## src/rtl/pxpk_pkg.sv

```systemverilog
package pxpk_pkg;

  typedef enum logic [1:0] {
    FMT_ONE   = 2'd0,
    FMT_TWO   = 2'd1,
    FMT_THREE = 2'd2,
    FMT_HALF  = 2'd3
  } fmt_e;

  // Returns {legal, format} for a pixel size code and a bus width code.
  function automatic logic [2:0] legal_fmt(input logic [1:0] dtype, input logic [1:0] lines);
    logic [2:0] r;
    r = 3'b000;
    case ({dtype, lines})
      4'b00_00: r = {1'b1, FMT_HALF};   // 12 on 8
      4'b00_10: r = {1'b1, FMT_ONE};    // 12 on 12
      4'b01_00: r = {1'b1, FMT_TWO};    // 16 on 8
      4'b01_11: r = {1'b1, FMT_ONE};    // 16 on 16
      4'b10_01: r = {1'b1, FMT_TWO};    // 18 on 9
      4'b10_10: r = {1'b1, FMT_HALF};   // 18 on 12
      4'b11_00: r = {1'b1, FMT_THREE};  // 24 on 8
      4'b11_10: r = {1'b1, FMT_TWO};    // 24 on 12
      4'b11_11: r = {1'b1, FMT_HALF};   // 24 on 16
      default:  r = 3'b000;
    endcase
    return r;
  endfunction

endpackage

```

## src/rtl/pxpk_cfg.sv

```systemverilog
module pxpk_cfg
  import pxpk_pkg::*;
(
  input  logic       clk,
  input  logic       rst,
  input  logic       frame_start,
  input  logic [1:0] cfg_dtype,
  input  logic [1:0] cfg_lines,
  input  logic [1:0] cfg_fmt,
  output logic       start_ok,
  output logic [1:0] lat_lines,
  output fmt_e       lat_fmt,
  output logic       cfg_err
);

  logic [2:0] verdict;

  always_comb begin
    verdict  = legal_fmt(cfg_dtype, cfg_lines);
    start_ok = frame_start && verdict[2] && (verdict[1:0] == cfg_fmt);
  end

  always_ff @(posedge clk) begin
    if (rst) begin
      lat_lines <= 2'd0;
      lat_fmt   <= FMT_ONE;
      cfg_err   <= 1'b0;
    end else begin
      if (start_ok) begin
        lat_lines <= cfg_lines;
        lat_fmt   <= fmt_e'(cfg_fmt);
      end
      if (frame_start && !start_ok)
        cfg_err <= 1'b1;
    end
  end


  err_sticky_chk: assert property (@(posedge clk) disable iff (rst) cfg_err |=> cfg_err)
    else $error("cfg_err dropped without reset");

endmodule

```

## src/rtl/pxpk_frame.sv

```systemverilog
module pxpk_frame #(
  parameter int CNT_W = 22
) (
  input  logic             clk,
  input  logic             rst,
  input  logic             start_ok,
  input  logic [CNT_W-1:0] frame_pixels,
  input  logic             pix_fire,
  input  logic             tail_pop,
  output logic             active,
  output logic             last_pix,
  output logic             frame_done
);

  localparam logic [CNT_W-1:0] ONE = CNT_W'(1);

  logic [CNT_W-1:0] remaining;

  always_comb begin
    active   = (remaining != '0);
    last_pix = (remaining == ONE);
  end

  always_ff @(posedge clk) begin
    if (rst) begin
      remaining  <= '0;
      frame_done <= 1'b0;
    end else begin
      frame_done <= tail_pop || (start_ok && (frame_pixels == '0));
      if (start_ok)
        remaining <= frame_pixels;
      else if (pix_fire)
        remaining <= remaining - ONE;
    end
  end


  accept_in_frame_chk: assert property (@(posedge clk) disable iff (rst) pix_fire |-> active)
    else $error("pixel accepted past the frame count");


  done_idle_chk: assert property (@(posedge clk) disable iff (rst) frame_done |-> !active)
    else $error("frame_done while the frame still takes pixels");

endmodule

```

## src/rtl/pxpk_emit.sv

```systemverilog
module pxpk_emit
  import pxpk_pkg::*;
#(
  parameter int BUS_W = 16,
  parameter int PIX_W = 24,
  parameter int DEPTH = 3
) (
  input  logic             clk,
  input  logic             rst,
  input  logic             flush,
  input  logic [1:0]       lines_code,
  input  fmt_e             fmt,
  input  logic             pix_fire,
  input  logic [PIX_W-1:0] pix_data,
  input  logic             pix_last,
  input  logic             word_ready,
  output logic             can_load,
  output logic             word_valid,
  output logic [BUS_W-1:0] word_data,
  output logic             tail_pop
);

  localparam int HALF_W = BUS_W / 2;
  localparam int CW     = $clog2(DEPTH + 1);
  localparam logic [CW-1:0] C1 = CW'(1);
  localparam logic [CW-1:0] C2 = CW'(2);
  localparam logic [CW-1:0] C3 = CW'(3);

  logic [BUS_W-1:0]  q  [DEPTH];
  logic [BUS_W-1:0]  nq [DEPTH];
  logic [CW-1:0]     cnt, ncnt;
  logic              phase, nphase;
  logic [HALF_W-1:0] low_q, nlow, low_n;
  logic              tail;
  logic              pop;

  logic [4:0]  nl, nh;
  logic [31:0] mf, mh, px;
  logic [BUS_W-1:0] s_lo, s_mid, s_top, a_top, join_w, pad_w;

  // Slice extraction: shifts are chosen by the latched bus width.
  always_comb begin
    case (lines_code)
      2'd0:    nl = 5'd8;
      2'd1:    nl = 5'd9;
      2'd2:    nl = 5'd12;
      default: nl = 5'd16;
    endcase
    nh     = nl >> 1;
    mf     = (32'd1 << nl) - 32'd1;
    mh     = (32'd1 << nh) - 32'd1;
    px     = 32'(pix_data);
    s_lo   = BUS_W'(px & mf);
    s_mid  = BUS_W'((px >> nl) & mf);
    s_top  = BUS_W'((px >> {nl, 1'b0}) & mf);
    a_top  = BUS_W'((px >> nh) & mf);
    low_n  = HALF_W'(px & mh);
    join_w = BUS_W'((32'(low_q) << nh) | ((px >> nl) & mh));
    pad_w  = BUS_W'(32'(low_n) << nh);
  end

  // Words produced by one accepted pixel.
  always_comb begin
    for (int i = 0; i < DEPTH; i++) nq[i] = '0;
    ncnt   = '0;
    nphase = phase;
    nlow   = low_q;
    case (fmt)
      FMT_ONE: begin
        nq[0] = s_lo;
        ncnt  = C1;
      end
      FMT_TWO: begin
        nq[0] = s_mid;
        nq[1] = s_lo;
        ncnt  = C2;
      end
      FMT_THREE: begin
        nq[0] = s_top;
        nq[1] = s_mid;
        nq[2] = s_lo;
        ncnt  = C3;
      end
      default: begin
        if (!phase) begin
          nq[0] = a_top;
          nlow  = low_n;
          if (pix_last) begin
            nq[1]  = pad_w;
            ncnt   = C2;
            nphase = 1'b0;
          end else begin
            ncnt   = C1;
            nphase = 1'b1;
          end
        end else begin
          nq[0]  = join_w;
          nq[1]  = s_lo;
          ncnt   = C2;
          nphase = 1'b0;
        end
      end
    endcase
  end

  always_comb begin
    word_valid = (cnt != '0);
    word_data  = q[0];
    pop        = word_valid && word_ready;
    can_load   = (cnt == '0) || ((cnt == C1) && word_ready);
    tail_pop   = pop && (cnt == C1) && tail && !flush;
  end

  always_ff @(posedge clk) begin
    if (rst) begin
      cnt   <= '0;
      phase <= 1'b0;
      low_q <= '0;
      tail  <= 1'b0;
      for (int i = 0; i < DEPTH; i++) q[i] <= '0;
    end else if (flush) begin
      cnt   <= '0;
      phase <= 1'b0;
      tail  <= 1'b0;
    end else if (pix_fire) begin
      for (int i = 0; i < DEPTH; i++) q[i] <= nq[i];
      cnt   <= ncnt;
      phase <= nphase;
      low_q <= nlow;
      tail  <= pix_last;
    end else if (pop) begin
      for (int i = 0; i < DEPTH - 1; i++) q[i] <= q[i+1];
      q[DEPTH-1] <= '0;
      cnt        <= cnt - C1;
    end
  end


  hold_word_chk: assert property (@(posedge clk) disable iff (rst)
    (word_valid && !word_ready && !flush) |=> (word_valid && $stable(word_data)))
    else $error("stalled word changed or vanished");


  upper_zero_chk: assert property (@(posedge clk) disable iff (rst)
    word_valid |-> ((32'(word_data) & ~mf) == 32'd0))
    else $error("word bits above the bus width are set");

endmodule

```

## src/rtl/pixel_bus_packer.sv

```systemverilog
module pixel_bus_packer
  import pxpk_pkg::*;
#(
  parameter int BUS_W = 16,
  parameter int PIX_W = 24,
  parameter int CNT_W = 22
) (
  input  logic             clk,
  input  logic             rst,
  input  logic [1:0]       cfg_dtype,
  input  logic [1:0]       cfg_lines,
  input  logic [1:0]       cfg_fmt,
  input  logic [CNT_W-1:0] frame_pixels,
  input  logic             frame_start,
  input  logic             pix_valid,
  input  logic [PIX_W-1:0] pix_data,
  output logic             pix_ready,
  output logic             word_valid,
  output logic [BUS_W-1:0] word_data,
  input  logic             word_ready,
  output logic             frame_done,
  output logic             cfg_err
);

  logic       start_ok;
  logic [1:0] lat_lines;
  fmt_e       lat_fmt;
  logic       active, last_pix, can_load, tail_pop, pix_fire;

  pxpk_cfg u_cfg (
    .clk         (clk),
    .rst         (rst),
    .frame_start (frame_start),
    .cfg_dtype   (cfg_dtype),
    .cfg_lines   (cfg_lines),
    .cfg_fmt     (cfg_fmt),
    .start_ok    (start_ok),
    .lat_lines   (lat_lines),
    .lat_fmt     (lat_fmt),
    .cfg_err     (cfg_err)
  );

  pxpk_frame #(.CNT_W(CNT_W)) u_frame (
    .clk          (clk),
    .rst          (rst),
    .start_ok     (start_ok),
    .frame_pixels (frame_pixels),
    .pix_fire     (pix_fire),
    .tail_pop     (tail_pop),
    .active       (active),
    .last_pix     (last_pix),
    .frame_done   (frame_done)
  );

  pxpk_emit #(.BUS_W(BUS_W), .PIX_W(PIX_W)) u_emit (
    .clk        (clk),
    .rst        (rst),
    .flush      (start_ok),
    .lines_code (lat_lines),
    .fmt        (lat_fmt),
    .pix_fire   (pix_fire),
    .pix_data   (pix_data),
    .pix_last   (last_pix),
    .word_ready (word_ready),
    .can_load   (can_load),
    .word_valid (word_valid),
    .word_data  (word_data),
    .tail_pop   (tail_pop)
  );

  always_comb begin
    pix_ready = active && can_load && !frame_start;
    pix_fire  = pix_valid && pix_ready;
  end


  ready_hold_chk: assert property (@(posedge clk) disable iff (rst)
    (word_valid && !word_ready) |-> !pix_ready)
    else $error("pixel taken while a word is stalled");

endmodule

```

## config.mk

```make
export PLATFORM = sky130hd
export DESIGN_NAME = pixel_bus_packer
export DESIGN_NICKNAME = d
export VERILOG_FILES = /design/src/rtl/pxpk_pkg.sv /design/src/rtl/pxpk_cfg.sv /design/src/rtl/pxpk_frame.sv /design/src/rtl/pxpk_emit.sv /design/src/rtl/pixel_bus_packer.sv
export SDC_FILE = /design/constraint.sdc
export NUM_CORES = 1
export LEC_CHECK = 0
export ABC_AREA = 1
export BUFFER_PORTS_ARGS = -buffer_cell sky130_fd_sc_hd__buf_2
export CORE_AREA = 5 5 115 117
export DETAILED_ROUTE_END_ITERATION = 8
export DIE_AREA = 0 0 120 122
export PLACE_DENSITY = 0.77
export SLEW_MARGIN = 30
export SYNTH_ARGS = -nofsm -noshare
export SYNTH_HDL_FRONTEND = slang
export SYNTH_SLANG_ARGS = --single-unit
```

## constraint.sdc

```tcl
create_clock -name clk -period 6.5 [get_ports clk]
set_clock_uncertainty 0.2 [all_clocks]
set_input_delay 0.975 -clock clk [delete_from_list [all_inputs] [get_ports clk]]
set_output_delay 0.975 -clock clk [all_outputs]
set_load 0.05 [all_outputs]
```

# [Word-level counts from Yosys, hierarchy flattened]
# Memories as Yosys holds them, arrays and structs flattened.
# Cells that the tools add are included.
[totals] ff_bits=40 word_cells=105 mem_bits_ro=48 n_memories=2 ramBits=48
[classes] n_addsub=4 eq_ne=7 n_reduce_logical=28 muxes=32 bitwise_logic=16 shift=7
[mem_list] name="(name not given)" depth=16 word_bits=3 rd=1 rd_clocked_by_memory_dff=0 write_ports=0 line="pxpk_pkg.sv:14" text="case ({dtype, lines})"
[mem_list] name="u_emit.q" depth=3 word_bits=16 rd=3 rd_clocked_by_memory_dff=0 write_ports=3 line="pxpk_emit.sv:29" text="logic [BUS_W-1:0] q [DEPTH];"
[ops] op="$mux W16" count=8
[ops] op="$pmux W16 S3" count=2
[ops] op="$and A16 B16 Y16" count=5
[ops] op="$mux W22" count=2
[ops] op="$mux W32" count=1
[ops] op="$shl A8 B4 Y16" count=2
[ops] op="$sub A16 B1 Y16 const B" count=2
[ops] op="$shr A24 B4 Y16" count=1
[ops] op="$shr A24 B5 Y16" count=1
[ops] op="$shr A24 B6 Y16" count=1
[ops] op="$eq A22 B1 Y1 const B" count=1
[ops] op="$logic_not A22 Y1" count=1
[ops] op="$reduce_bool A22 Y1" count=1
[ops] op="$sub A22 B1 Y22 const B" count=1
[ops] op="$or A16 B16 Y16" count=1
[ops] op="$shl A1 B4 Y16 const A" count=1
[ops] op="$shl A1 B5 Y16 const A" count=1
[ops] op="$pmux W5 S3" count=1
[ops] op="$mux W1" count=13
[ops] op="$logic_and A1 B1 Y1" count=12
[ops] op="$and A8 B8 Y8" count=1
[ops] op="$mux W2" count=4
[ops] op="$eq A2 B1 Y1 const B" count=3
[ops] op="$logic_not A2 Y1" count=3
[ops] op="13 further kinds" count=25

# [Logic depth before layout (Yosys ltp)]
[logic_depth] depth_word=12 ltp_mapped=16 mapped_depth_nobuf=15

# [By module]
# A second synthesis with hierarchy kept.
[hier_totals] hier_cells=962 hier_area_um2=6438.7
[modules_own_cells] module="pxpk_emit" cells_each=653 area_per_inst_um2=4423.0 seq_area_each_um2=1681.6 instances=1
[modules_own_cells] module="pxpk_frame" cells_each=243 area_per_inst_um2=1609.0 seq_area_each_um2=460.4 instances=1
[modules_own_cells] module="pxpk_cfg" cells_each=61 area_per_inst_um2=379.1 seq_area_each_um2=100.1 instances=1
[modules_own_cells] module="pixel_bus_packer" cells_each=5 area_per_inst_um2=27.5 seq_area_each_um2=0.0 instances=1

# [Worst setup path after synthesis]
# Ideal clock, no wire load.
[synth_path] path_kind="input port to flip-flop" startpoint="in cfg_lines[0]" endpoint="mem u_emit.q[0][0], enable pin" arrival_ps=5410 path_buffers=1 path_slack_ps=370 stages=12 setup_time_ps=520 t_required_ps=5780 path_cell_list="inv_1 > ha_1 > nand2_1 > o21ai_0 > nand2_1 > nand2_1 > nand2_1 > nand2_2 > nand2_4 > inv_2 > buf_2 > o21ai_0"
[synth_lines] item="start: declaration" line="pixel_bus_packer.sv:11" text="input logic [1:0] cfg_lines,"
[synth_lines] item="end: declaration" line="pxpk_emit.sv:29"

==> results.cfg <==
[route]
routed_wl_mm = 18.9
drt-pass1-iter-count = 7
ant_nets = 0
vias = 6596
vias_per_cell = 5.84
avgRoutedWirePerCell_um = 16.7
drc = 0
drt_iter0_markers = 1124

[clock_network]
clock-sinks = 88
clock_tree.root_cell = clkbuf_16
postCtsHoldBufs = 0
clkLatencyLatePin_ns = 0.36
cts_max_path_buffers = 2
cts_htree_levels = 3
cts_setup_buffers = 0
cts_tree = yes
path_clk_slew_ns = 0.07
cts-resized-gates = 0
cts_made_buffers = 9

[timing]
post-route-period-util = 0.583
hold_viol = 0
fin_crit_ns = 3.79
timing.max_slew.rel_slack = 0.338
rsz0062_at_grt = false
setup_tns_ns = 0
setup_viol = 0
fmax_mhz = 264
slew_viol_final = 0
worstMarginPinSlew_ns = 0.992

[final_layout]
n_antenna_cell = 0
drive_gt1_frac = 0.126
fillCellCount = 1178
syn2layout_area_growth_pct = 8.46
nNetsFinal = 1045
fin_util = 0.564

[place]
numPortBuffers = 76
dp_hpwl_mm = 13.8
globalplace.congestion = 1.07

[worst_setup_path]
crit_family = simple AND/OR/NAND/NOR gates
cpMostUsedCell = nand2_1
crit_type = register to register
cpPeakStageDelay_ns = 0.89
path_buf_inv = 1
crit_fanout = 23
cp.arrival_ns = 3.81
cp_slowest_cell = dfxtp_1
worstSetupEndpointType = register
crit_path_cell_trace = nand2_1 > inv_1 > nand2_1 > nand3_1 > a21oi_1 > o21ai_0 > nand3_1 > nand2_1
required_ns = 6.53
cp-start-kind = register

[synth]
syn-cell-area_um2 = 6370
synth.top_cell.area_share = 0.226
ys.flop_type = edfxtp_1
yosys.area.top_type = edfxtp_1
synth.ff_latch_count = 88
yosysMostFrequentCell = nand2_1
synth_edf_count = 48
postSynthAreaPerCell_um2 = 6.77
ys_warn_count = 0
ys_top_cells_by_area = edfxtp_1 (23%), nand2_1 (17%), dfxtp_1 (13%)
async_flop_share = 0
ys_seq_area_frac = 0.352
ys_types = 45
synth_common_cells = nand2_1 (291), nand3_1 (92), inv_1 (86)
netlist_instances = 942

[min_path]
min_path_type = register to register

[power]
leakagePower_uw = 0.00319
pwr_density_cell_nw_per_um2 = 422
vdd.ir_drop.worst_mv = 0.298

[die]
core_um2 = 12300
initial_core_util = 0.520
die-area_um2 = 14600
fp.dieW_um = 120
io_pins = 77
fp-row-count = 41
die_h_um = 122

[grt]
grt_antenna_before_repair = 0
grt_usage = 0.259
grt_pass1_vias = 5701
grt_start_max_net_pins = 49
overflow = 0
grt_pass1_wl_mm = 29.8

[run_status]
status = finished clean

[flow_run]
maxCapViolCount = 0
[per-layer routing]
metal	wire (µm)	global-route usage	up-vias
met2	7670	0.352	381
met1	8230	0.379	2956
met3	2230	0.0710	78
met4	789	0.120	0
li1	-	-	3181
met5	0	0	-
[cell families (layout without fill, tap and decap cells)]
logic type      after synthesis  after routing  share of synthesized area
buf+inv                     151            188                      0.114
simple gates                513            513                      0.344
fa+ha+maj                    13             13                     0.0255
compound gates              162            162                      0.145
xor+xnor                     14             14                     0.0192
flops                        88             88                      0.352
other cells                   1              2                   0.000588
[final timing paths]
kind,start,end,slack [ns],depth (start not counted)
worst min-delay path,u_cfg.cfg_err,u_cfg.cfg_err,0.28,2
worst max-delay path,u_cfg.lat_lines[1],u_emit.q[0][5],2.71,8
worst max register to register,u_cfg.lat_lines[1],u_emit.q[0][5],2.71,8
worst min register to register,u_cfg.cfg_err,u_cfg.cfg_err,0.28,2
[worst reg2reg max path, stage by stage, from the launching register on]
cell	delay, ns
dfxtp_1	0.89
nand2_1	0.67
inv_1	0.74
nand2_1	0.35
nand3_1	0.15
a21oi_1	0.05
o21ai_0	0.39
nand3_1	0.15
nand2_1	0.08
[report_power, final]
part / total [µW] / internal, µW / switching [µW]
Combinational: 1460 / 458 / 999
Sequential: 911 / 798 / 112
Clock: 548 / 306 / 242
[layout make-up]
cell class,instances,area (µm²),share of cell area
multi-input cells,704,3420,0.495
flip-flops and latches,88,2240,0.324
clock inverters,7,83.8,0.0121
clock buffers,9,225,0.0326
well taps,150,188,0.0271
repair buffers,79,403,0.0583
inverters,93,349,0.0505
[through the flow]
stage	total power, µW	area [µm²]	hold slack [ns]	std cells	setup slack [ns]
finish	2920	6910	0.284	1130	2.71
global placement	2340	6610	0.255	1114	2.71
detailed placement	2360	6610	0.264	1114	2.68
floorplan	2150	6380	0.246	943	0.370
global route	3140	6910	0.303	1130	2.55
CTS	2910	6910	0.282	1130	3.00
[flip-flops by register name, summed over array words and instances (netlist names)]
| name | flops |
|---|---|
| u_cfg.cfg_err | 1 |
| u_cfg.lat_fmt | 2 |
| u_cfg.lat_lines | 2 |
| u_emit.cnt | 2 |
| u_emit.low_q | 8 |
| u_emit.phase | 1 |
| u_emit.q | 48 |
| u_emit.tail | 1 |
| u_frame.frame_done | 1 |
| u_frame.remaining | 22 |
[cell usage in the layout (no fill, tap or decap), types with 8 or more instances in the layout]
master     Yosys  final
a21oi_1       42     42
a31oi_1        8      8
buf_2         18     76
clkbuf_16      0      9
dfxtp_1       40     40
edfxtp_1      48     48
ha_1          13     13
inv_1         86     86
nand2_1      291    291
nand3_1       92     92
nand4_1        9      9
nor2_1        82     82
nor2_2         8      8
o211ai_1      16     16
o21ai_0       68     67
o22ai_1       12     12
xor2_1         9      9
No activity file was read; power rests on OpenSTA's default activity.
